$ cat config.mk
export PLATFORM = sky130hd
export DESIGN_NAME = secbank_top
export DESIGN_NICKNAME = d
export VERILOG_FILES = /design/src/rtl/secbank_pkg.sv /design/src/rtl/secbank_decode.sv /design/src/rtl/secbank_guard.sv /design/src/rtl/secbank_store.sv /design/src/rtl/secbank_rdmux.sv /design/src/rtl/secbank_top.sv
export SDC_FILE = /design/constraint.sdc
export NUM_CORES = 1
export LEC_CHECK = 0
export BUFFER_PORTS_ARGS = -buffer_cell sky130_fd_sc_hd__buf_2
export CAP_MARGIN = 10
export CORE_MARGIN = 2
export CORE_UTILIZATION = 43
export DETAILED_ROUTE_END_ITERATION = 8
export PLACE_DENSITY_LB_ADDON = 0.1
export RECOVER_POWER = 100
export SETUP_SLACK_MARGIN = 0.05
export SLEW_MARGIN = 20
export SYNTH_ARGS = -nofsm -noshare
export SYNTH_HDL_FRONTEND = slang
export SYNTH_SLANG_ARGS = --single-unit
$ cat constraint.sdc
create_clock -name clk -period 8.64 [get_ports clk]
set_clock_uncertainty 0.15 [all_clocks]
set_input_delay 0.864 -clock clk [delete_from_list [all_inputs] [get_ports clk]]
set_output_delay 0.864 -clock clk [all_outputs]
set_load 0.005 [all_outputs]
$ cat src/rtl/secbank_pkg.sv
package secbank_pkg;

  // Outcome of the write strobe in the current cycle.
  typedef enum logic [1:0] {
    ACC_IDLE   = 2'd0,
    ACC_COMMIT = 2'd1,
    ACC_REFUSE = 2'd2
  } access_e;

  // True when idx falls in [base, base+count).
  function automatic logic in_span(input int unsigned idx,
                                   input int unsigned base,
                                   input int unsigned count);
    return (idx >= base) && (idx < base + count);
  endfunction

endpackage

$ cat src/rtl/secbank_decode.sv
module secbank_decode
  import secbank_pkg::*;
#(
  parameter int unsigned ADDR_W    = 5,
  parameter int unsigned CAL_BASE  = 16,
  parameter int unsigned CAL_COUNT = 8,
  parameter int unsigned BKP_BASE  = 24,
  parameter int unsigned BKP_COUNT = 8
) (
  input  logic [ADDR_W-1:0] addr,
  output logic              guarded
);

  logic hit_cal;
  logic hit_bkp;

  always_comb begin
    hit_cal = in_span(32'(addr), CAL_BASE, CAL_COUNT);
    hit_bkp = in_span(32'(addr), BKP_BASE, BKP_COUNT);
    guarded = hit_cal | hit_bkp;
  end

endmodule

$ cat src/rtl/secbank_guard.sv
module secbank_guard
  import secbank_pkg::*;
(
  input  logic clk,
  input  logic rst_n,
  input  logic wr_en,
  input  logic guarded,
  input  logic secure_mode,
  input  logic lock_en,
  output logic commit,
  output logic violation
);

  access_e access;
  logic    violation_d;
  logic    violation_q;

  // Classify the strobe in this cycle.
  always_comb begin
    access = ACC_IDLE;
    if (wr_en) begin
      if (guarded && lock_en && !secure_mode) begin
        access = ACC_REFUSE;
      end else begin
        access = ACC_COMMIT;
      end
    end
  end

  always_comb begin
    commit      = (access == ACC_COMMIT);
    violation_d = (access == ACC_REFUSE);
  end

  always_ff @(posedge clk or negedge rst_n) begin
    if (!rst_n) begin
      violation_q <= 1'b0;
    end else begin
      violation_q <= violation_d;
    end
  end

  assign violation = violation_q;

endmodule

$ cat src/rtl/secbank_store.sv
module secbank_store #(
  parameter int unsigned ADDR_W = 5,
  parameter int unsigned DATA_W = 8
) (
  input  logic                          clk,
  input  logic                          rst_n,
  input  logic                          commit,
  input  logic [ADDR_W-1:0]             wr_addr,
  input  logic [DATA_W-1:0]             wr_data,
  output logic [(1<<ADDR_W)-1:0][DATA_W-1:0] regs
);

  localparam int unsigned DEPTH = 1 << ADDR_W;

  for (genvar g = 0; g < DEPTH; g++) begin : g_entry
    logic              load;
    logic [DATA_W-1:0] q;

    assign load = commit && (wr_addr == ADDR_W'(g));

    always_ff @(posedge clk or negedge rst_n) begin
      if (!rst_n) begin
        q <= '0;
      end else if (load) begin
        q <= wr_data;
      end
    end

    assign regs[g] = q;
  end

endmodule

$ cat src/rtl/secbank_rdmux.sv
module secbank_rdmux #(
  parameter int unsigned ADDR_W = 5,
  parameter int unsigned DATA_W = 8
) (
  input  logic                          clk,
  input  logic                          rst_n,
  input  logic                          rd_en,
  input  logic [ADDR_W-1:0]             rd_addr,
  input  logic [(1<<ADDR_W)-1:0][DATA_W-1:0] regs,
  output logic [DATA_W-1:0]             rdata
);

  logic [DATA_W-1:0] rdata_d;
  logic [DATA_W-1:0] rdata_q;

  always_comb begin
    rdata_d = rdata_q;
    if (rd_en) begin
      rdata_d = regs[rd_addr];
    end
  end

  always_ff @(posedge clk or negedge rst_n) begin
    if (!rst_n) begin
      rdata_q <= '0;
    end else begin
      rdata_q <= rdata_d;
    end
  end

  assign rdata = rdata_q;

endmodule

$ cat src/rtl/secbank_top.sv
module secbank_top #(
  parameter int unsigned ADDR_W    = 5,
  parameter int unsigned DATA_W    = 8,
  parameter int unsigned CAL_BASE  = 16,
  parameter int unsigned CAL_COUNT = 8,
  parameter int unsigned BKP_BASE  = 24,
  parameter int unsigned BKP_COUNT = 8
) (
  input  logic              clk,
  input  logic              rst_n,
  input  logic [ADDR_W-1:0] addr,
  input  logic [DATA_W-1:0] wdata,
  input  logic              wr_en,
  input  logic              rd_en,
  input  logic              secure_mode,
  input  logic              lock_en,
  output logic [DATA_W-1:0] rdata,
  output logic              wr_violation
);

  localparam int unsigned DEPTH = 1 << ADDR_W;

  // Reset: asserted at once, released after two clock edges.
  logic [1:0] rst_sync_q;
  logic       rst_core_n;

  always_ff @(posedge clk or negedge rst_n) begin
    if (!rst_n) begin
      rst_sync_q <= 2'b00;
    end else begin
      rst_sync_q <= {rst_sync_q[0], 1'b1};
    end
  end

  assign rst_core_n = rst_sync_q[1];

  logic                          guarded;
  logic                          commit;
  logic [DEPTH-1:0][DATA_W-1:0]  regs;

  secbank_decode #(
    .ADDR_W    (ADDR_W),
    .CAL_BASE  (CAL_BASE),
    .CAL_COUNT (CAL_COUNT),
    .BKP_BASE  (BKP_BASE),
    .BKP_COUNT (BKP_COUNT)
  ) u_decode (
    .addr    (addr),
    .guarded (guarded)
  );

  secbank_guard u_guard (
    .clk         (clk),
    .rst_n       (rst_core_n),
    .wr_en       (wr_en),
    .guarded     (guarded),
    .secure_mode (secure_mode),
    .lock_en     (lock_en),
    .commit      (commit),
    .violation   (wr_violation)
  );

  secbank_store #(
    .ADDR_W (ADDR_W),
    .DATA_W (DATA_W)
  ) u_store (
    .clk     (clk),
    .rst_n   (rst_core_n),
    .commit  (commit),
    .wr_addr (addr),
    .wr_data (wdata),
    .regs    (regs)
  );

  secbank_rdmux #(
    .ADDR_W (ADDR_W),
    .DATA_W (DATA_W)
  ) u_rdmux (
    .clk     (clk),
    .rst_n   (rst_core_n),
    .rd_en   (rd_en),
    .rd_addr (addr),
    .regs    (regs),
    .rdata   (rdata)
  );

endmodule

After elaboration in Yosys (flattened, before gate mapping) --
Index checks and enable logic that the tools add are counted. Widths: inputs -> output; s select.
Word-level totals: word-level logic and storage cells 114, input port bits 19, register bits after elaboration 267
Cells by class: multiplexer cells 4, reductions and logical operators 37, bitwise gates (word level) 1, equal/unequal tests 33, magnitude comparators 4
Operators by type and width (number):
- $eq 5x5->1 const B | 16
- $bmux 8 s5 | 1
- $eq 5x4->1 const B | 8
- $logic_and 1x1->1 | 35
- $eq 5x3->1 const B | 4
- $eq 5x2->1 const B | 2
- $ge 5x5->1 const B | 2
- $mux 8 | 1
- $lt 5x6->1 const B | 1
- $eq 5x1->1 const B | 1
- $logic_not 5->1 | 1
- $lt 5x5->1 const B | 1
- $mux 2 | 2
- $eq 2x1->1 const B | 1
- $eq 2x2->1 const B | 1
- $logic_not 1->1 | 1
- $or 1x1->1 | 1

Depth between registers and ports, before layout --
depth after elaboration 9, mapped depth 7, depth with buffers taken out 4

By module --
A second synthesis with hierarchy kept.
Second synthesis, totals: cells, all modules 891, area, all modules 12348.1 µm²
By module, submodules not included:
- secbank_store | times used 1, sequential area each 6406.1 µm², cells an instance 594, area each 9719.3 µm²
- secbank_rdmux | times used 1, sequential area each 200.2 µm², cells an instance 289, area each 2522.4 µm²
- secbank_top | times used 1, sequential area each 50.0 µm², cells an instance 3, area each 53.8 µm²
- secbank_guard | times used 1, sequential area each 25.0 µm², cells an instance 4, area each 48.8 µm²
- secbank_decode | times used 1, sequential area each 0.0 µm², cells an instance 1, area each 3.8 µm²

Least setup slack after synthesis --
OpenSTA, ideal clock, no wires.
path kind input to register, start in addr[0], end reg u_store.g_entry[3].q[0], path slack 6265 ps, data arrival time 2100 ps, path buffers 2, stages 6, required time 8365 ps, library setup time 125 ps, path through buf_6 nand2_1 or2_1 buf_2 nor3_4 mux2_2
On the way: longest elaborated chain between the ends 9, elaborated cells between the ends (all ways) 12, classes of those cells 3 x order compare; 2 x eq/ne; 2 x mux; 1 x bitwise; 4 x reduce/logical
RTL lines:
- from (decl) | RTL line secbank_top.sv:11 | input logic [ADDR_W-1:0] addr,
- $ge 5x5->1 or $lt 5x5->1 (tied branches) | RTL line secbank_pkg.sv:14 | return (idx >= base) && (idx < base + count);
- $logic_and 1x1->1 | RTL line secbank_pkg.sv:14
- $or 1x1->1 | RTL line secbank_decode.sv:20 | guarded = hit_cal | hit_bkp;
- $logic_and 1x1->1 (2 in a row) | RTL line secbank_guard.sv:22 | if (guarded && lock_en && !secure_mode) begin
- $mux 2 | RTL line secbank_guard.sv:22
- $mux 2 | RTL line secbank_guard.sv:21 | if (wr_en) begin
- $eq 2x1->1 | RTL line secbank_guard.sv:31 | commit = (access == ACC_COMMIT);
- $logic_and 1x1->1 * | RTL line secbank_store.sv:19 | assign load = commit && (wr_addr == ADDR_W'(g));
- to (signal assigned) | RTL line secbank_store.sv:25 | q <= wr_data;
- to (decl) | RTL line secbank_store.sv:17 | logic [DATA_W-1:0] q;
Mark *: on every way between the ends. The rest lies on a longest branch, timed or not. A chain may end at the register's enable or synchronous reset.

Worst setup path after layout --
start in addr[1], end reg u_store.g_entry[7].q[2]
On the way: longest elaborated chain between the ends 9, elaborated cells between the ends (all ways) 12, classes of those cells 3 x order compare; 2 x eq/ne; 2 x mux; 1 x bitwise; 4 x reduce/logical
RTL lines (RTL line):
- $ge 5x5->1 or $lt 5x5->1 (tied branches) | secbank_pkg.sv:14
- $logic_and 1x1->1 | secbank_pkg.sv:14
- $or 1x1->1 | secbank_decode.sv:20
- $logic_and 1x1->1 (2 in a row) | secbank_guard.sv:22
- $mux 2 | secbank_guard.sv:22
- $mux 2 | secbank_guard.sv:21
- $eq 2x1->1 | secbank_guard.sv:31
- $logic_and 1x1->1 * | secbank_store.sv:19
- to (signal assigned) | secbank_store.sv:25
- to (decl) | secbank_store.sv:17
Marked as above.

==> impl_metrics.tcl <==
set metrics [dict create \
    rsz0062_at_grt "no" \
    ys.warnings.count 0 \
    fin_setup_tns_ns 0 \
    vias_per_cell 5.780 \
    setup_viol 0 \
    hold_end "rst_sync_q[1]$_DFF_PN0_" \
    regArea_mm2 0.006685 \
    r2r-start "rst_sync_q[1]$_DFF_PN0_" \
    tightestPinTransition_ns 3.776 \
    drive_gt1_share_pct 41.66 \
    numCtsBuffers 30 \
    drv_slew 108 \
    worstSetupPathType "in2reg" \
    synth_area_leaders "dfrtp_1 (55%), mux2_2 (23%), mux4_2 (6.3%)" \
    hold_path_class "reg2reg" \
    grt_pass1_wl_um 47640 \
    grtUsageTotal_pct 21.55 \
    status "finished with violations" \
    min_from "rst_sync_q[0]$_DFF_PN0_" \
    area_growth_pct 10.69 \
    num_antenna_cells 0 \
    hold_viol 0 \
    coreArea_mm2 0.02786 \
    postSynthAreaPerCell_um2 14.66 \
    max_slew_margin_pct -151.7 \
    synth-seq-cells 267 \
    dieArea_mm2 0.02973 \
    grtUsageMet2_pct 34.87 \
    cts_root_buffer "clkbuf_16" \
    critical_path_required_ns 8.92 \
    power_density_mw_per_mm2 245.7 \
    row_count 61 \
    synth-edff-count 0 \
    leakage_nw 6.068 \
    pin_count 28 \
    ir_drop_v 0.0001410 \
    drc 0 \
    via_count 7138 \
    worstPathCellList "buf_4 -> clkbuf_1 -> nand2_1 -> or2_0 -> nor3_1 -> mux2_2" \
    seq_area_frac_synth_pct 54.79 \
    initial_core_util_pct 43.78 \
    die_x_um 172.4 \
    worst_setup_path_end_kind "register" \
    r2r-end "u_store.g_entry[19].q[4]$_DFFE_PN0P_" \
    die_y_um 172.4 \
    grt_pass1_vias 7692 \
    critPathLaunchType "primary input" \
    h-tree-depth 1 \
    drtAntennaViolNets 0 \
    antenna_found_initial 0 \
    clock-sinks 267 \
    grt_overflow_total 0 \
    setup_ws_ns 2.817 \
    port_buffers 27 \
    top_usage_layer "met2" \
    fillers 2416 \
    syn-instance-count 832 \
    initialDrtViolationCount 424 \
    preCtsSetupSlack_ns 4.367 \
    multi_input_area_mm2 0.005162 \
    path_buf_inv 2 \
    hpwl_um 19780 \
    crit_fanout 48 \
    wl_um 30510 \
    synthArstFlopShare_pct 100.0 \
    dr.pass1.iters 5 \
    violations "max-capacitance violations, max-slew violations" \
    syn-cell-area_mm2 0.01220 \
    finalCriticalPeriod_ns 5.823 \
    wl_per_cell_um 24.71 \
    critPathSlowestCell "clkbuf_1" \
    timing.fmax_mhz 171.7 \
    crit_family "buffers and inverters" \
    clock_path_buffers 3 \
    ys_types 36 \
    syn_nets 851 \
    yosys.area.top_type "dfrtp_1" \
    max_stage_delay_ns 2.08 \
    reg2reg_depth 2 \
    cts_tree "yes" \
    nets 858 \
    period_share_pct 67.40 \
    critPathArrivalTime_ns 6.10 \
    min_path_cells 0 \
    grt_start_max_net_pins 205 \
    clock_latency_ns 0.55 \
    grt_util_met3_pct 3.182 \
    r2r_setup_slack_ns 4.41 \
    max_cap_viol_count 2 \
    clk_pin_slew_ns 0.06 \
    synth_top_flop_cell "dfrtp_1" \
    netlist.area_leader.share_pct 54.79 \
    use_met1_pct 30.70 \
    gp_congestion 0.8165 \
]
-- power by group --
group	internal (W)	switching, W
clock	0.000756	0.000491
sequential	0.00148	0.000117
combinational	0.000268	0.000206
total	0.00250	0.000814
-- Yosys cell counts, types with 2 or more instances --
cell and instances:
a211oi_1 14, a21oi_1 8, a221oi_1 8, a22oi_1 8, and2_0 2, and2_1 7, buf_2 13, buf_4 6
buf_6 2, clkbuf_1 38, dfrtp_1 267, inv_1 2, mux2_1 6, mux2_2 251, mux2i_1 59, mux4_2 34
nand2_1 17, nand2b_1 13, nand4_1 4, nor2_1 15, nor2_2 17, nor2b_1 5, nor3_4 2, o221ai_1 15
o22ai_1 7, or3b_2 2
-- cell usage in the layout (no fill, tap or decap), drive strengths merged --
cell         count
a211oi          14
a21o             1
a21oi            8
a221oi           8
a22oi            8
a311oi           1
and2             9
and3             1
buf             25
bufinv           2
clkbuf          51
clkinv           6
conb             1
dfrtp          267
dlygate4sd3      1
inv              2
mux2           257
mux2i           59
mux4            34
nand2           17
nand2b          13
nand3            1
nand3b           1
nand4            4
nor2            32
nor2b            5
nor3             2
o21ai            1
o221ai          15
o22ai            7
or2              2
or3b             2
-- kinds of logic (layout without fill, tap and decap cells) --
family | Yosys count | count (layout) | share of synthesized area, %
AO/OA/AOI/OAI | 63 | 63 | 3.868
buffers and inverters | 62 | 87 | 2.349
flip-flops | 267 | 267 | 54.79
multiplexers | 350 | 350 | 34.85
other | 1 | 1 | 0.03075
AND/OR/NAND/NOR | 89 | 89 | 4.114
-- what timing repair did --
action	4_1_cts	5_1_grt
hold endpoints to repair	2	0
resized for setup	0	0
hold buffers	1	0
buffers inserted	0	0
-- how the worst max path moves through the flow --
stage / from / endpoint / cells past startpoint
after floorplan: rst_sync_q[1]$_DFF_PN0_ / u_guard.violation$_DFF_PN0_ / 0
after global placement: addr[1] / u_store.g_entry[11].q[6]$_DFFE_PN0P_ / 6
after detailed placement: addr[1] / u_store.g_entry[11].q[6]$_DFFE_PN0P_ / 6
after CTS: addr[1] / u_store.g_entry[11].q[6]$_DFFE_PN0P_ / 6
after global routing: addr[1] / u_store.g_entry[7].q[2]$_DFFE_PN0P_ / 6
final: addr[1] / u_store.g_entry[7].q[2]$_DFFE_PN0P_ / 6
-- stage by stage --
stage	util [%]	hold slack, ns	area (um^2)	cells	total power, W
after floorplan	-	0.1812	12200	832	0.001949
after global placement	45.19	0.1962	12590	1183	0.002070
after detailed placement	45.19	0.1984	12590	1183	0.002099
after CTS	48.70	0.2112	13570	1234	0.003357
after global routing	48.46	0.2180	13500	1235	0.003477
final	48.46	0.2055	13500	1235	0.003316
-- flip-flops by register name (all words and copies together), names as in the netlist --
name	count
u_guard.violation	1
u_store.g_entry.q	256
rst_sync_q	2
u_rdmux.rdata	8
-- layer usage --
layer | part of all wire, % | vias up
li1 | - | 3086
met1 | 46 | 3826
met2 | 47 | 173
met3 | 4.4 | 53
met4 | 2.2 | 0
met5 | 0 | -
-- area by class of cell --
class / instances / area share [%]
inverter: 2 / 0.05561
sequential: 267 / 49.52
tap: 378 / 3.504
clock buffer: 42 / 6.497
timing repair buffer: 35 / 1.511
multi-input combinational: 503 / 38.24
clock inverter: 8 / 0.6673
Note: power is estimated with default switching activity, not from simulation.
